`src/rtl/i2c_stat_pkg.sv`:
```
package i2c_stat_pkg;
  localparam int unsigned WORD_W   = 16;
  localparam int unsigned BIT_ARB  = 15;
  localparam int unsigned BIT_TMO  = 14;
  localparam int unsigned ERR_HI   = 10;
  localparam int unsigned ERR_LO   = 4;
  localparam int unsigned BIT_NAKA = 5;
  localparam int unsigned BIT_NAKD = 4;
  localparam int unsigned BIT_STOP = 3;
  localparam int unsigned BIT_SEQ  = 2;
  localparam int unsigned BIT_TX   = 1;
  localparam int unsigned N_ERR    = 3;

  typedef enum logic [1:0] {
    ERR_ARB  = 2'd0,
    ERR_NAKA = 2'd1,
    ERR_NAKD = 2'd2
  } err_idx_e;
endpackage

```
`src/rtl/i2c_sticky_flag.sv`:
```
module i2c_sticky_flag (
  input  logic clk,
  input  logic rst_n,
  input  logic set_i,
  input  logic clr_i,
  output logic flag_o
);
  logic flag_q, flag_d;

  always_comb begin
    flag_d = flag_q;
    if (clr_i) flag_d = 1'b0;
    if (set_i) flag_d = 1'b1;
  end

  always_ff @(posedge clk or negedge rst_n) begin
    if (!rst_n) flag_q <= 1'b0;
    else        flag_q <= flag_d;
  end

  assign flag_o = flag_q;
endmodule

```
`src/rtl/i2c_timeout_flag.sv`:
```
module i2c_timeout_flag (
  input  logic clk,
  input  logic rst_n,
  input  logic tmo_i,
  input  logic stop_i,
  input  logic cmd_i,
  input  logic rd_i,
  output logic flag_o
);
  logic pend_q, pend_d;
  logic flag_q, flag_d;

  always_comb begin
    pend_d = pend_q;
    if (stop_i || cmd_i) pend_d = 1'b0;
    if (tmo_i)           pend_d = 1'b1;

    flag_d = flag_q;
    if (rd_i || cmd_i)     flag_d = 1'b0;
    if (pend_q && stop_i)  flag_d = 1'b1;
  end

  always_ff @(posedge clk or negedge rst_n) begin
    if (!rst_n) begin
      pend_q <= 1'b0;
      flag_q <= 1'b0;
    end else begin
      pend_q <= pend_d;
      flag_q <= flag_d;
    end
  end

  assign flag_o = flag_q;
endmodule

```
`src/rtl/i2c_phase_flag.sv`:
```
module i2c_phase_flag (
  input  logic clk,
  input  logic rst_n,
  input  logic start_i,
  input  logic done_i,
  input  logic abort_i,
  input  logic rd_i,
  output logic busy_o
);
  logic busy_q, busy_d;
  logic mark_q, mark_d;

  always_comb begin
    busy_d = busy_q;
    mark_d = mark_q;
    if (start_i) begin
      busy_d = 1'b1;
      mark_d = 1'b0;
    end else if (abort_i) begin
      busy_d = 1'b0;
      mark_d = 1'b0;
    end else if (rd_i && mark_q) begin
      busy_d = 1'b0;
      mark_d = 1'b0;
    end else if (done_i && busy_q) begin
      mark_d = 1'b1;
    end
  end

  always_ff @(posedge clk or negedge rst_n) begin
    if (!rst_n) begin
      busy_q <= 1'b0;
      mark_q <= 1'b0;
    end else begin
      busy_q <= busy_d;
      mark_q <= mark_d;
    end
  end

  assign busy_o = busy_q;
endmodule

```
`src/rtl/i2c_xfer_status.sv`:
```
module i2c_xfer_status
  import i2c_stat_pkg::*;
(
  input  logic              clk,
  input  logic              rst_n,
  input  logic              arb_lost_i,
  input  logic              nak_addr_i,
  input  logic              nak_data_i,
  input  logic              timeout_i,
  input  logic              stop_i,
  input  logic              tx_start_i,
  input  logic              seq_cmd_i,
  input  logic              tx_done_i,
  input  logic              tx_to_rx_i,
  input  logic              rx_done_i,
  input  logic              cmd_new_i,
  input  logic              rd_i,
  output logic [WORD_W-1:0] rd_data_o
);
  logic [1:0] rst_sync_q;
  logic       rst_sync_n;

  always_ff @(posedge clk or negedge rst_n) begin
    if (!rst_n) rst_sync_q <= 2'b00;
    else        rst_sync_q <= {rst_sync_q[0], 1'b1};
  end
  assign rst_sync_n = rst_sync_q[1];

  logic [N_ERR-1:0] err_ev;
  logic [N_ERR-1:0] err_q;
  logic             err_clr;

  assign err_clr          = rd_i | cmd_new_i;
  assign err_ev[ERR_ARB]  = arb_lost_i;
  assign err_ev[ERR_NAKA] = nak_addr_i;
  assign err_ev[ERR_NAKD] = nak_data_i;

  for (genvar g = 0; g < N_ERR; g++) begin : g_err
    i2c_sticky_flag u_flag (
      .clk    (clk),
      .rst_n  (rst_sync_n),
      .set_i  (err_ev[g]),
      .clr_i  (err_clr),
      .flag_o (err_q[g])
    );
  end

  logic tmo_q;
  i2c_timeout_flag u_tmo (
    .clk    (clk),
    .rst_n  (rst_sync_n),
    .tmo_i  (timeout_i),
    .stop_i (stop_i),
    .cmd_i  (cmd_new_i),
    .rd_i   (rd_i),
    .flag_o (tmo_q)
  );

  logic tx_busy, seq_busy;
  i2c_phase_flag u_tx (
    .clk     (clk),
    .rst_n   (rst_sync_n),
    .start_i (tx_start_i),
    .done_i  (tx_done_i),
    .abort_i (tx_to_rx_i),
    .rd_i    (rd_i),
    .busy_o  (tx_busy)
  );

  i2c_phase_flag u_seq (
    .clk     (clk),
    .rst_n   (rst_sync_n),
    .start_i (tx_start_i & seq_cmd_i),
    .done_i  (rx_done_i),
    .abort_i (1'b0),
    .rd_i    (rd_i),
    .busy_o  (seq_busy)
  );

  logic [WORD_W-1:0] word;
  always_comb begin
    word               = '0;
    word[BIT_ARB]      = err_q[ERR_ARB];
    word[BIT_TMO]      = tmo_q;
    word[BIT_NAKA]     = err_q[ERR_NAKA];
    word[BIT_NAKD]     = err_q[ERR_NAKD];
    word[BIT_SEQ]      = seq_busy;
    word[BIT_TX]       = tx_busy;
    word[BIT_STOP]     = word[BIT_ARB] | word[BIT_TMO] | (|word[ERR_HI:ERR_LO]);
  end

  assign rd_data_o = word;
endmodule

```
`config.mk`:
```
export PLATFORM = sky130hd
export DESIGN_NAME = i2c_xfer_status
export DESIGN_NICKNAME = d
export VERILOG_FILES = /design/src/rtl/i2c_stat_pkg.sv /design/src/rtl/i2c_sticky_flag.sv /design/src/rtl/i2c_timeout_flag.sv /design/src/rtl/i2c_phase_flag.sv /design/src/rtl/i2c_xfer_status.sv
export SDC_FILE = /design/constraint.sdc
export NUM_CORES = 1
export LEC_CHECK = 0
export BUFFER_PORTS_ARGS = -buffer_cell sky130_fd_sc_hd__buf_2
export CAP_MARGIN = 20
export CORE_AREA = 2 2 39 41
export DETAILED_ROUTE_END_ITERATION = 12
export DIE_AREA = 0 0 41 43
export PLACE_DENSITY_LB_ADDON = 0.12
export SLEW_MARGIN = 30
export SYNTH_ARGS = -nofsm -noshare
export SYNTH_HDL_FRONTEND = slang
export SYNTH_SLANG_ARGS = --single-unit
```
`constraint.sdc`:
```
create_clock -name clk -period 1.71 [get_ports clk]
set_clock_uncertainty 0.1 [all_clocks]
set_input_delay 0.2565 -clock clk [delete_from_list [all_inputs] [get_ports clk]]
set_output_delay 0.2565 -clock clk [all_outputs]
set_load 0.01 [all_outputs]
```
# --- Word-level counts from Yosys, hierarchy flattened ---
# Cells that the tools add are included.
totals:
  register_bits: 11
  inputBits: 14
  output_inout_bits: 16
  elab_cells: 51
classes:
  n_mux: 20
  bitwise_logic: 4
  n_reduce_logical: 17
ops:
  columns: ["operator", "n"]
  rows:
  - ["$mux W1", 20]
  - ["$reduce_bool A2 Y1", 6]
  - ["$reduce_bool A3 Y1", 2]
  - ["$logic_and A1 B1 Y1", 5]
  - ["$reduce_bool A4 Y1", 1]
  - ["$or A1 B1 Y1", 3]
  - ["$logic_or A1 B1 Y1", 2]
  - ["$reduce_or A2 Y1", 1]
  - ["$and A1 B1 Y1", 1]

# --- Longest topological paths before layout ---
logic_depth:
  depth_word: 5
  depth_mapped: 2
  mapped_depth_nobuf: 2

# --- Cells and area by module ---
# Synthesis repeated with hierarchy kept, for this count alone.
unflattened:
  cells_unflattened: 50
  hier_area_um2: 560.5
by_module_without_submodules:
  columns: ["mod", "n_inst", "cells_per_inst", "area_each_um2", "seq_area_each_um2"]
  rows:
  - ["i2c_phase_flag", 2, 8, 105.1, 50.0]
  - ["i2c_xfer_status", 1, 19, 167.7, 50.0]
  - ["i2c_sticky_flag", 3, 3, 36.3, 25.0]
  - ["i2c_timeout_flag", 1, 6, 73.8, 50.0]

# --- Worst setup path after synthesis ---
# Ideal clock, no wire load.
synth_timing:
  path_type: "reg2out"
  from: "register u_tmo.flag_q, in the netlist u_tmo.flag_o"
  to: "output rd_data_o[3]"
  arrival_ns: 0.933
  required_ns: 1.354
  slack_ns: 0.420
  stages_incl_launch_ff: 2
  path_buffers: 0
  cell_sequence: "dfrtp_1 or4_1"
synth_via:
  elab_chain_cells: 2
synth_lines:
  columns: ["element", "line_no", "rtl"]
  rows:
  - ["start, declared", "i2c_timeout_flag.sv:11", "logic flag_q, flag_d;"]
  - ["start signal, assigned", "i2c_timeout_flag.sv:29", "flag_q <= flag_d;"]
  - ["$or A1 B1 Y1 (2 in a row)", "i2c_xfer_status.sv:89", "word[BIT_STOP] = word[BIT_ARB] | word[BIT_TMO] | (|word[ERR_HI:ERR_LO]);"]
  - ["end, declared", "i2c_xfer_status.sv:18", "output logic [WORD_W-1:0] rd_data_o"]
# No other way between the ends.

# --- Worst setup path in the final report ---
# Ends and elaborated chain as after synthesis.

==> results list <==
- Result of the run: complete, no violations
- Remaining design rule violation count: 0
- Crit Path Max Fanout: 3
- Slowest cell on the critical path: or4_1
- Die Y-Extent: 43 um
- The number of setup buffers added after CTS is 0.
* Worst r2r path cells: 2
- Maximum clock path buffer count: 2
* Post-detail-place hpwl: 643.9 um
* Worst Setup Slack post-DPL: 314.3 ps
- Clock tree from TritonCTS: yes
- The number of global-route vias before repair was 304.
- Counting the buffers created by CTS gives 3.
- CP Buf/Inv Count: 1
- Met1 layer wirelength in the final routing: 346 um
- Clock tree synthesis found a total of 11 sinks.
* RSZ-0062 raised after global routing: true
- Detail Route Antenna Nets: 0
* Endpoint kind of the worst setup timing path: output pin
- Wire segments on met2 add up to 377 um in the final route.
- The core region is 1384 sq um.
- The congestion estimate from routability-driven global placement came to 0.6601.
- Endpoint of the worst register-to-register path: u_tx.mark_q
- DRT Pass-1 Iters: 2
* Sum of routed wire length over all layers: 819 um
- PwrDens: 930.3 nW/um^2
- In the finished design, the share of the clock period the worst path needs comes to 97.64%.
- The worst register-to-register path has a setup slack of 740 ps.
- Number of H-tree levels: 1
- Detail Route met3 WL: 79 um
- Pleak: 0.3173 nW
- The number of antenna violations at the first check in global routing came to 0.
- Data arrives at the worst endpoint at 1310 ps.
- The final count of pins violating max slew came to 0.
- The tightest min-delay check is of the reg -> async type.
- From synthesis to final layout, the design area changed by 14.15%.
* # port buffers: 20
* Per-cell routed wire length: 10.11 um
* Final min period: 1670 ps
* FMAX: 0.5990 GHz
- The detailed router used layers up to and including met4.
- Die width: 41 um
- Resized cells post-CTS: 0
- Total routing usage reported by global routing: 11.15%
* Floorplan die area: 1763 sq um
* Sequential share of the synthesized area: 52.76%
* Filler Cell Count: 142
* Total number of nets in the final design: 80
- The synthesized netlist contains 15 unique library cells.
- In this run the core area contains 14 standard-cell rows.
* Vias: 350
* Number of DRC markers in iteration 0: 2
* Cell area after synthesis: 521.8 sq um
- Pin placement for this block handled 30 I/O pins.
* Post-Syn Instances: 47
* Post-layout total power: 0.0005541 W
- Buffer cell driving the clock tree root: clkbuf_4
- Total of flip-flops plus latches after synthesis: 11
- Number of diodes added for antenna fixing: 0
- Entering global routing, the biggest net connects 10 pins.
- The kind of cell with the highest combined delay along the critical path is simple AND/OR/NAND/NOR gates.
- Worst-skew pair later-pin latency: 270 ps
* Share of post-route cells with drive strength above 1: 38.46%
* Synth warnings: 0
- Final hold violation count: 0
* Largest vdd supply drop: 707.1 uV
* Required time at the worst-slack endpoint: 1350 ps
- Register clock-pin slew on the reported worst setup and hold paths: 70 ps
* First-pass GRT wire length: 1.200 mm
* Setup crit end: rd_data_o[3]
- Launching instance or port of the critical path: u_tmo.flag_o
- Number of maximum-capacitance constraint violations: 0
- After detailed routing, the number of vias per cell comes to 4.321.
- Crit path setup slack, layout: 40.43 ps
* Post-Synthesis Mean Instance Area: 11.10 sq um
- For this configuration, the core starts out at a cell density of 37.70%.
- Post-synthesis cell type with the largest combined area: dfrtp_1
* RR Startpoint: u_tx.mark_q
- Kind of start point of the critical path: flop
* Worst stage delay on the critical path: 510 ps
- Critical path type: reg -> out
* Total overflow reported by the global router: 0
* Stages on worst setup path: 2
- The share of synthesized area in the top cell type comes to 52.76%.
- Setup violations remaining at the end of the flow were counted as 0.
- Top cells by area, synth: dfrtp_1, buf_4, a21o_1
- Worst path cell trace: or4_1 -> buf_2
## synthesized netlist by cell type, drive strengths merged
master  count
or4         1
a211oi      1
buf        15
nand2b      2
nor2        2
dfrtp      11
nand2       2
inv         1
a22o        2
conb        2
nand3b      2
a21o        4
a22oi       1
a31o        1
## cell families after synthesis
family,after synthesis,synth area share (%)
buffers and inverters,16,22.30
AND/OR/NAND/NOR,9,9.593
other,2,1.439
AO/OA/AOI/OAI,9,13.91
flip-flops,11,52.76
## layer usage
layer  up-vias  GRT usage (%)
met1       164          11.95
met2        14          14.69
met4         0          8.000
met3         2          7.853
li1        170              -
met5         -              0
## power by group
part,switching (W),leakage (nW),internal [W]
clock,0.0000835,0.0150,0.0000902
sequential,0.0000187,0.129,0.000283
combinational,0.0000387,0.174,0.0000401
## registers in the layout, summed over array words and instances (netlist names)
signal / flops
g_err.u_flag.flag_o: 3
rst_sync_q: 2
u_seq.busy_o: 1
u_seq.mark_q: 1
u_tmo.flag_o: 1
u_tmo.pend_q: 1
u_tx.busy_o: 1
u_tx.mark_q: 1
## timing repair
action                                  4_1_cts  5_1_grt
hold buffers                                  1        0
hold endpoints to repair                      2        0
endpoints found under the setup margin        0        1
## cell type report
| cell class | count | area (sq um) | area share, % |
|---|---|---|---|
| Clock buffer | 4 | 26.28 | 4.412 |
| Multi-Input combinational cell | 28 | 160.2 | 26.89 |
| Sequential cell | 11 | 275.3 | 46.22 |
| Timing Repair Buffer | 21 | 110.1 | 18.49 |
| Tap cell | 16 | 20.02 | 3.361 |
| Inverter | 1 | 3.754 | 0.6303 |
## worst min path at each step
stage / slack (ps) / start / to / cells past startpoint
floorplan: -140 / rst_n / rst_sync_q[0] / 0
global placement: -60 / rst_n / rst_sync_q[0] / 1
detailed placement: -60 / rst_n / rst_sync_q[1] / 1
CTS: 50 / tx_to_rx_i / u_tx.mark_q / 2
global route: 50 / tx_to_rx_i / u_tx.mark_q / 2
finish: 50 / rst_sync_q[1] / u_tmo.pend_q / 0
## placed cells by master (no fill, tap or decap)
cell type      synthesis  layout
a22oi_1                1       1
nand2_1                2       2
a31o_2                 1       1
nand2b_1               2       2
dlygate4sd3_1          0       1
a22o_1                 1       1
conb_1                 2      10
dfrtp_1               11      11
nand3b_1               2       2
clkbuf_1               0       1
or4_1                  1       1
nor2_1                 2       2
clkbuf_4               0       3
inv_1                  1       1
a21o_1                 4       4
a22o_2                 1       1
a211oi_1               1       1
buf_2                  0      20
## stage by stage
stage               hold WS [ps]  utilization (%)  area [sq um]  std cells  setup TNS [ps]
floorplan                 -139.1                -         551.8         55               0
global placement          -57.18            40.42         559.3         76               0
detailed placement        -57.66            40.42         559.3         76               0
CTS                        51.97            43.04         595.6         81               0
global route               48.30            43.04         595.6         81          -2.363
finish                     50.50            43.04         595.6         81               0
No activity file was read; power rests on OpenSTA's default activity.
